**config.mk**
```make
export PLATFORM = sky130hd
export DESIGN_NAME = mcd_limp_switch
export DESIGN_NICKNAME = d
export VERILOG_FILES = /design/src/rtl/mcd_pkg.sv /design/src/rtl/mcd_watchdog.sv /design/src/rtl/mcd_rst_pulse.sv /design/src/rtl/mcd_clk_div.sv /design/src/rtl/mcd_limp_switch.sv
export SDC_FILE = /design/constraint.sdc
export NUM_CORES = 1
export LEC_CHECK = 0
export BUFFER_PORTS_ARGS = -buffer_cell sky130_fd_sc_hd__clkbuf_2
export CORE_UTILIZATION = 53
export DETAILED_ROUTE_END_ITERATION = 16
export GPL_TIMING_DRIVEN = 1
export PLACE_DENSITY = 0.87
export SETUP_SLACK_MARGIN = 0.5
export SLEW_MARGIN = 20
export SYNTH_ARGS = -nofsm -noshare
export SYNTH_HDL_FRONTEND = slang
export SYNTH_HIERARCHICAL = 1
export SYNTH_SLANG_ARGS = --single-unit
```
**constraint.sdc**
```tcl
create_clock -name clk -period 2.9 [get_ports clk]
set_input_delay 0.29 -clock clk [delete_from_list [all_inputs] [get_ports clk]]
set_output_delay 0.29 -clock clk [all_outputs]
set_load 0.02 [all_outputs]
```
**src/rtl/mcd_pkg.sv**
```systemverilog
// Shared types and helpers for the oscillator-loss failover block.
package mcd_pkg;

    typedef enum logic [1:0] {
        MODE_RUN   = 2'b00,
        MODE_STBY  = 2'b01,
        MODE_HALT  = 2'b10,
        MODE_HALTX = 2'b11
    } mode_e;

    localparam int RATIO_W = 3;

    // Normal divide mapping: 00 -> 4, 01 -> 2, 1x -> 1.
    function automatic logic [RATIO_W-1:0] sel_ratio(input logic [1:0] sel);
        logic [RATIO_W-1:0] r;
        case (sel)
            2'b00:   r = 3'd4;
            2'b01:   r = 3'd2;
            default: r = 3'd1;
        endcase
        return r;
    endfunction

endpackage

```
**src/rtl/mcd_watchdog.sv**
```systemverilog
// Counts limp strobes since the last reference strobe and flags a trip
// when TIMEOUT of them pass unanswered.
// Assumes: trip is combinational and valid only in the cycle it is high;
// the counter is cleared whenever the enable is low.
module mcd_watchdog #(
    parameter int TIMEOUT = 64
) (
    input  logic clk,
    input  logic rst_n,
    input  logic enable,
    input  logic ref_tick,
    input  logic limp_tick,
    output logic trip
);
    localparam int CW = (TIMEOUT > 1) ? $clog2(TIMEOUT) : 1;
    localparam logic [CW-1:0] LAST = CW'(TIMEOUT - 1);

    logic [CW-1:0] cnt_q;

    // Trip on the limp strobe that would reach the threshold.
    always_comb begin
        trip = enable && !ref_tick && limp_tick && (cnt_q == LAST);
    end

    // Advance on limp strobes, clear on reference strobes or when disabled.
    always_ff @(posedge clk) begin
        if (!rst_n || !enable || ref_tick || trip) begin
            cnt_q <= '0;
        end else if (limp_tick) begin
            cnt_q <= cnt_q + 1'b1;
        end
    end
endmodule

```
**src/rtl/mcd_rst_pulse.sv**
```systemverilog
// Stretches a one-cycle trigger into a request lasting WIDTH limp strobes.
// Assumes: the trigger loads the count without consuming a limp strobe.
module mcd_rst_pulse #(
    parameter int WIDTH = 16
) (
    input  logic clk,
    input  logic rst_n,
    input  logic start,
    input  logic limp_tick,
    output logic req
);
    localparam int RW = $clog2(WIDTH + 1);

    logic [RW-1:0] left_q;

    // Load on trigger, count down one per limp strobe.
    always_ff @(posedge clk) begin
        if (!rst_n) begin
            left_q <= '0;
        end else if (start) begin
            left_q <= RW'(WIDTH);
        end else if (limp_tick && left_q != '0) begin
            left_q <= left_q - 1'b1;
        end
    end

    // Request is high while strobes remain.
    always_comb begin
        req = (left_q != '0);
    end
endmodule

```
**src/rtl/mcd_clk_div.sv**
```systemverilog
// Divides the selected source strobe by a ratio of 1, 2 or 4 and emits a
// registered core enable.
// Assumes: restart clears the phase and suppresses the enable in that cycle.
module mcd_clk_div
    import mcd_pkg::*;
(
    input  logic               clk,
    input  logic               rst_n,
    input  logic               src_tick,
    input  logic [RATIO_W-1:0] ratio,
    input  logic               gate_ok,
    input  logic               restart,
    output logic               en
);
    logic [RATIO_W-2:0] phase_q;
    logic               en_q;
    logic               wrap;

    // The count wraps once it reaches the last phase for the current ratio.
    always_comb begin
        wrap = ({1'b0, phase_q} >= (ratio - 1'b1));
    end

    // Step the phase per source strobe and pulse the enable on wrap.
    always_ff @(posedge clk) begin
        if (!rst_n || restart) begin
            phase_q <= '0;
            en_q    <= 1'b0;
        end else if (src_tick) begin
            phase_q <= wrap ? '0 : phase_q + 1'b1;
            en_q    <= wrap && gate_ok;
        end else begin
            en_q    <= 1'b0;
        end
    end

    assign en = en_q;
endmodule

```
**src/rtl/mcd_limp_switch.sv**
```systemverilog
// Top of the oscillator-loss failover block: picks the reference for the
// watchdog, latches the failover context, selects and divides the core
// source, and drives the sticky flag and the reset request.
// Assumes: all clocks arrive as single-cycle strobes in the clk domain.
module mcd_limp_switch
    import mcd_pkg::*;
#(
    parameter int MULT_W    = 4,
    parameter int TIMEOUT   = 64,
    parameter int RST_TICKS = 16
) (
    input  logic              clk,
    input  logic              rst_n,
    input  logic              osc_tick,
    input  logic              vco_tick,
    input  logic              limp_tick,
    input  logic [MULT_W-1:0] pll_mult,
    input  logic [1:0]        div_sel,
    input  logic [1:0]        mode,
    input  logic              pwr_ready,
    input  logic              stat_clr,
    output logic              core_en,
    output logic              miss_flag,
    output logic              rst_req,
    output logic              on_limp
);
    mode_e              mode_c;
    logic               in_halt;
    logic               pll_on;
    logic               wd_en;
    logic               wd_ref;
    logic               trip;
    logic               src_tick;
    logic               gate_ok;
    logic [RATIO_W-1:0] ratio;
    logic               limp_q;
    logic               miss_q;
    logic               ctx_pll_q;
    logic               ctx_run_q;

    // Decode the mode and the PLL use.
    always_comb begin
        mode_c  = mode_e'(mode);
        in_halt = (mode_c == MODE_HALT) || (mode_c == MODE_HALTX);
        pll_on  = |pll_mult;
    end

    // Watchdog reference and enable: PLL side in halt, oscillator otherwise.
    always_comb begin
        wd_ref = in_halt ? vco_tick : osc_tick;
        wd_en  = !limp_q && (!in_halt || pwr_ready);
    end

    mcd_watchdog #(.TIMEOUT(TIMEOUT)) i_wd (
        .clk       (clk),
        .rst_n     (rst_n),
        .enable    (wd_en),
        .ref_tick  (wd_ref),
        .limp_tick (limp_tick),
        .trip      (trip)
    );

    // Latch the failover state and the context seen at detection.
    always_ff @(posedge clk) begin
        if (!rst_n) begin
            limp_q    <= 1'b0;
            ctx_pll_q <= 1'b0;
            ctx_run_q <= 1'b0;
        end else if (trip) begin
            limp_q    <= 1'b1;
            ctx_pll_q <= pll_on;
            ctx_run_q <= (mode_c == MODE_RUN);
        end
    end

    // Sticky loss flag: a detection wins over a clear in the same cycle.
    always_ff @(posedge clk) begin
        if (!rst_n) begin
            miss_q <= 1'b0;
        end else if (trip) begin
            miss_q <= 1'b1;
        end else if (stat_clr) begin
            miss_q <= 1'b0;
        end
    end

    // Core source strobe and divide ratio for the current context.
    always_comb begin
        if (limp_q) begin
            src_tick = limp_tick;
            if (ctx_pll_q) begin
                ratio = 3'd2;
            end else if (ctx_run_q) begin
                ratio = div_sel[1] ? 3'd1 : 3'd2;
            end else begin
                ratio = sel_ratio(div_sel);
            end
        end else begin
            src_tick = pll_on ? vco_tick : osc_tick;
            ratio    = sel_ratio(div_sel);
        end
        gate_ok = limp_q || (mode_c == MODE_RUN);
    end

    mcd_clk_div i_div (
        .clk      (clk),
        .rst_n    (rst_n),
        .src_tick (src_tick),
        .ratio    (ratio),
        .gate_ok  (gate_ok),
        .restart  (trip),
        .en       (core_en)
    );

    mcd_rst_pulse #(.WIDTH(RST_TICKS)) i_rst (
        .clk       (clk),
        .rst_n     (rst_n),
        .start     (trip),
        .limp_tick (limp_tick),
        .req       (rst_req)
    );

    assign miss_flag = miss_q;
    assign on_limp   = limp_q;
endmodule

```
==> metrics.txt, run 1 <==
status=complete, no violations; root buffer cell=clkbuf_4; CTS tree=yes; Total Routed Length=1780 um; post-synthesis async set-or-reset flop share=0%; First DRT Iteration DRCs=8; Post-DRT Antenna Nets=0; Leak Pwr=0.489 nW; Syn Area/Cell=8.99 um^2; flops & latches, synth=18; power density of the placed cells=594 mW/mm^2; layout filler cell count=145; CP arrival=1.58 ns; post-CTS setup buffer count=0; Hold WS=0.298 ns; Main synth FF type=dfxtp_1; gr usage total=20.8%; Cells after Synth=109; Nets=151; clock transition at the registers of the reported paths=0.10 ns; Sw Share=32.7%; switching power=0.219 mW; hpwl dp=1480 um; WS Path Type=reg -> out; vias in the first global route=766; Syn-to-layout area delta=14.9%; final hold violations=0; multi-input logic area=571 um^2; synth warn=6; core region area=0.00173 mm^2; first drt pass iteration count=4; Sinks on Clock Net=18; Post-synth EDFFs=0; Max-slew headroom=71.8%; Clk network pwr share=22.8%; critical-path maximum fanout=7; grt total ovfl=0; H-tree depth=1; cts bufs inserted=3; largest net degree at the start of global routing=14; Die Area=0.00202 mm^2; Final Setup Violations=0; syn_nets=129; CP Launch Type=register; Placed Area=0.00109 mm^2; global-route wire length before repair=2990 um; DR vias/cell=5.22; Wirelength per Cell=11.5 um; DR DRC count=0; combinational share of power=32.8%; sum of negative setup slack=0 ns; total placed cells including tap cells=151; initial antenna violation count=0; sequential share of the synthesized area=36.8%; RSZ-0062 raised after global routing=no; Core Rows=15; clock period minus worst slack=1.87 ns; port bufs=18; Flop pwr share=44.3%; layout cells sized above 1=26.2%; overall power=0.669 mW; I/O pin cnt=19; Inserted Diodes=0; Longest Clk Path Bufs=2; Clock Latency Late Sink=0.29 ns; Final Skew=0.000874 ns; period utilization=64.3%; via count=809; hold buffers post-CTS=0; DIE HEIGHT=45.0 um; Distinct cells, synth=41; Initial Utilization=56.7%; die width=45.0 um; Final GP Congestion=0.717; internal power=0.450 mW; post-CTS resize count=0; synthesized area=980 um^2; FF+latch area=360 um^2; min-delay worst type=in -> reg; Critical Path RT=2.61 ns; Slew Viols, Final=0; Layout Cells excl Fill=155; crit path capture type=output port; Max-Cap Viols=0; worst-margin pin slew=0.418 ns; Final Cell Area=0.00113 mm^2; peak supply drop=0.378 mV; Fmax=536 MHz
[cell type report]
class / count / share of cell area (%)
clock buffer: 4 / 3.22
inverter: 8 / 2.67
sequential: 18 / 32.0
multi-input combinational: 81 / 50.7
tap: 25 / 2.78
timing repair buffer: 19 / 8.67
[power groups by stage]
stage	Combinational [mW]	Clock, mW	Sequential (mW)
2_1_floorplan	0.198	0	0.296
3_3_place_gp	0.208	0	0.299
3_5_place_dp	0.219	0	0.302
4_1_cts	0.220	0.156	0.296
5_1_grt	0.243	0.167	0.300
6_report	0.220	0.153	0.297
[cells in the mapped netlist (all sizes together) (2+ instances only)]
| library cell | n | area share (%) |
|---|---|---|
| xor2 | 4 | 3.6 |
| nand2 | 6 | 2.3 |
| nand4 | 2 | 1.9 |
| nor2b | 4 | 2.6 |
| buf | 2 | 1.9 |
| ha | 5 | 6.4 |
| inv | 8 | 3.1 |
| a21oi | 6 | 3.8 |
| o21ai | 6 | 3.1 |
| nand3 | 5 | 2.6 |
| dfxtp | 18 | 37 |
| or3 | 2 | 1.3 |
| mux2i | 3 | 3.1 |
| nand2b | 3 | 1.9 |
| nor3 | 3 | 2.0 |
| nor2 | 8 | 3.1 |
| nor4 | 2 | 1.9 |
| nor3b | 2 | 1.5 |
| o21a | 5 | 3.8 |
[layout by cell type, fill, tap and decap left out, types with 4 or more instances in the layout]
cell type   n
a21oi_1     4
clkbuf_2   18
dfxtp_1    18
ha_1        5
inv_1       7
nand2_1     6
nand3_1     5
nor2_1      8
nor2b_1     4
o21a_1      5
o21ai_0     4
xor2_1      4
[stage by stage]
step / utilization (%) / setup slack [ns]
2_1_floorplan: - / 0.783
3_3_place_gp: 63.1 / 1.07
3_5_place_dp: 63.1 / 1.02
4_1_cts: 65.2 / 1.03
5_1_grt: 65.2 / 0.936
6_report: 65.2 / 1.03
[path summary, 6_finish.rpt]
| path | startpoint | end | slack (ns) | cells past startpoint |
|---|---|---|---|---|
| worst min register to register | i_wd/cnt_q[5]$_SDFFE_PP0P_ | i_wd/cnt_q[5]$_SDFFE_PP0P_ | 0.51 | 2 |
| worst max-delay path | i_rst/left_q[0]$_SDFFE_PP0P_ | rst_req | 1.03 | 4 |
| worst min-delay path | rst_n | on_limp$_SDFFE_PN0P_ | 0.30 | 2 |
| worst max register to register | on_limp$_SDFFE_PN0P_ | i_div/en$_SDFF_PP0_ | 1.09 | 8 |
[routing by layer]
| layer | vias up | GRT usage, % | routed length, um |
|---|---|---|---|
| li1 | 430 | - | - |
| met1 | 368 | 20.7 | 735 |
| met2 | 7 | 40.3 | 972 |
| met3 | 4 | 6.00 | 48 |
| met4 | 0 | 7.27 | 22 |
| met5 | - | 0 | 0 |
[sequential cells by signal, indices dropped and copies added (netlist names)]
name	count
i_wd/cnt_q	6
i_rst/left_q	5
i_div/phase_q	2
ctx_pll_q	1
ctx_run_q	1
i_div/en	1
miss_flag	1
on_limp	1
[cells by family (layout without fill, tap and decap cells)]
logic type,Yosys count,in the layout,share of synthesized area [%]
AOI/OAI and AO/OA,23,23,16.0
xor gates and xnor gates,5,5,4.47
buffers and inverters,10,31,4.98
muxes,4,4,4.21
adders and majority gates,5,5,6.39
and+or+nand+nor,44,44,27.2
DFF,18,18,36.8
[critical path, stage by stage, from the launching register on]
cell	delay [ns]
dfxtp_1	0.32
inv_1	0.09
ha_1	0.17
or4b_4	0.51
clkbuf_2	0.18
(Power assumes the default switching activity.)
==> run 2: changes to the inputs <==
Clock period 2.9 ns to 1.9 ns, I/O delays scaled along.
==> run 2 against run 1 <==
  * Non-clock buffer count is 18 higher
  * Clock skew is 0.012 ns higher
  * Sequential share of layout area is 6.0 points lower
  * Clock power is 60% higher
  * Combinational power grew to 2.9 times the previous value
  * Flip-flop and latch count stayed put
  * Cell count is 12% higher
  * Sequential power is 56% higher
  * Critical endpoint unchanged
==> metrics.txt, run 2 (synthesis gave the netlist of run 1 again) <==
status=complete, no violations; worst-margin pin slew=0.393 ns; Clk network pwr share=18.1%; CP arrival=1.50 ns; biggest regs=i_wd/cnt_q: 6 flops, i_rst/left_q: 5 flops, i_div/phase_q: 2 flops; root buffer cell=clkbuf_4; combinational share of power=47.8%; via count=958; Fmax=592 MHz; Post-DRT Antenna Nets=0; DR DRC count=0; Critical Path RT=1.71 ns; Slew Viols, Final=0; Sw Share=35.1%; Flop pwr share=34.1%; H-tree depth=1; hold buffers post-CTS=0; clock transition at the registers of the reported paths=0.11 ns; final hold violations=0; port bufs=18; worst-path cell chain=inv_2, ha_4, or4b_4, buf_8; Max-Cap Viols=0; layout filler cell count=105; layout cells sized above 1=51.4%; DIE HEIGHT=45.0 um; Worst R2R End=i_div/phase_q[1]$_SDFFE_PP0P_; core region area=0.00173 mm^2; Setup crit start=i_rst/left_q[0]$_SDFFE_PP0P_; grt total ovfl=0; hpwl dp=1520 um; commonest non-fill, non-tap cell in the layout=clkbuf_2; Core Rows=15; largest net degree at the start of global routing=13; switching power=0.476 mW; Final GP Congestion=0.746; Inserted Diodes=0; CP max-delay cell=or4b_4; most frequent cells in the layout=clkbuf_2, buf_4, dfxtp_1; Syn-to-layout area delta=47.3%; sum of negative setup slack=0 ns; crit path capture type=output port; overall power=1.35 mW; Top reg by flops=i_wd/cnt_q; cts bufs inserted=3; I/O pin cnt=19; initial antenna violation count=0; Final Setup Violations=0; global-route wire length before repair=3930 um; Total Routed Length=2770 um; Die Area=0.00202 mm^2; vias in the first global route=934; power density of the placed cells=939 mW/mm^2; CTS tree=yes; internal power=0.879 mW; period utilization=88.9%; clock period minus worst slack=1.69 ns; min-delay worst type=in -> reg; RSZ-0062 raised after global routing=yes; peak supply drop=0.591 mV; WS Path Type=reg -> out; Initial Utilization=56.7%; first drt pass iteration count=4; Max-slew headroom=73.6%; First DRT Iteration DRCs=22; Leak Pwr=0.601 nW; critical-path maximum fanout=2; die width=45.0 um; Worst Setup EP=rst_req; Final Skew=0.0126 ns; Worst R2R Path Depth=9; register-to-register setup slack=0.31 ns; Longest Clk Path Bufs=2; gr usage total=27.0%; CP max stage delay=0.49 ns; Reg-to-Reg Start=ctx_run_q$_SDFFE_PN0P_; Clock Latency Late Sink=0.31 ns; Sinks on Clock Net=18; CP Launch Type=register; DR vias/cell=5.54; max reg flops=6; Wirelength per Cell=16.0 um; Nets=169
run 2: cell types whose count changed in the layout (fill, tap and decap cells not counted), sizes merged:
cell	change
buf	+19
clkbuf	-1
run 2: through the flow:
step           util (%)  setup slack, ns  instances  area, um^2  hold WS [ns]
2_1_floorplan         -            0.273        109        1060         0.307
3_3_place_gp       68.3            0.250        152        1180         0.474
3_5_place_dp       68.3            0.182        152        1180         0.478
4_1_cts            78.3            0.224        167        1350         0.180
5_1_grt            83.6            0.172        173        1440         0.201
6_report           83.6            0.211        173        1440         0.211
run 2: what timing repair did:
item | 4_1_cts | 5_1_grt
cloned | 0 | 0
pin swaps | 8 | 10
buffers inserted | 11 | 6
endpoints found under the setup margin | 9 | 13
gates resized for setup | 10 | 11
run 2: cell type report:
| cell class | instances | area, um^2 | share of cell area, % |
|---|---|---|---|
| inverters | 8 | 30.0 | 2.08 |
| well taps | 25 | 31.3 | 2.17 |
| flip-flops and latches | 18 | 375 | 26.0 |
| repair buffers | 37 | 258 | 17.9 |
| multi-input cells | 81 | 712 | 49.3 |
| clock buffers | 4 | 36.3 | 2.52 |
run 2: worst max-delay path, delay by kind of cell, from the launching register on:
family / cells / cell delay, ns
flops: 1 / 0.35
fa+ha+maj: 1 / 0.12
simple gates: 1 / 0.49
buf+inv: 2 / 0.22
run 2: power by group through the flow:
| stage | sequential, mW | combinational [mW] | clock, mW |
|---|---|---|---|
| 2_1_floorplan | 0.457 | 0.339 | 0 |
| 3_3_place_gp | 0.464 | 0.365 | 0 |
| 3_5_place_dp | 0.466 | 0.380 | 0 |
| 4_1_cts | 0.456 | 0.506 | 0.243 |
| 5_1_grt | 0.466 | 0.689 | 0.273 |
| 6_report | 0.462 | 0.647 | 0.245 |
run 2: how the worst min path moves through the flow:
stage,start,endpoint,slack (ns),cells past startpoint
floorplan,rst_n,on_limp$_SDFFE_PN0P_,0.31,1
global placement,i_wd/cnt_q[5]$_SDFFE_PP0P_,i_wd/cnt_q[5]$_SDFFE_PP0P_,0.47,2
detailed placement,i_wd/cnt_q[5]$_SDFFE_PP0P_,i_wd/cnt_q[5]$_SDFFE_PP0P_,0.48,2
CTS,stat_clr,miss_flag$_SDFFE_PN0P_,0.18,3
global route,stat_clr,miss_flag$_SDFFE_PN0P_,0.20,3
finish,stat_clr,miss_flag$_SDFFE_PN0P_,0.21,3
run 2: per-layer routing:
metal  global-route usage [%]  wire (um)  vias to the layer above  share of wire (%)
met5                        0          0                        -                  0
met4                     11.5         62                        0                2.2
met3                     8.00         93                        8                3.4
met2                     48.1       1490                       20                 54
met1                     29.4       1130                      468                 41
li1                         -          -                      462                  -
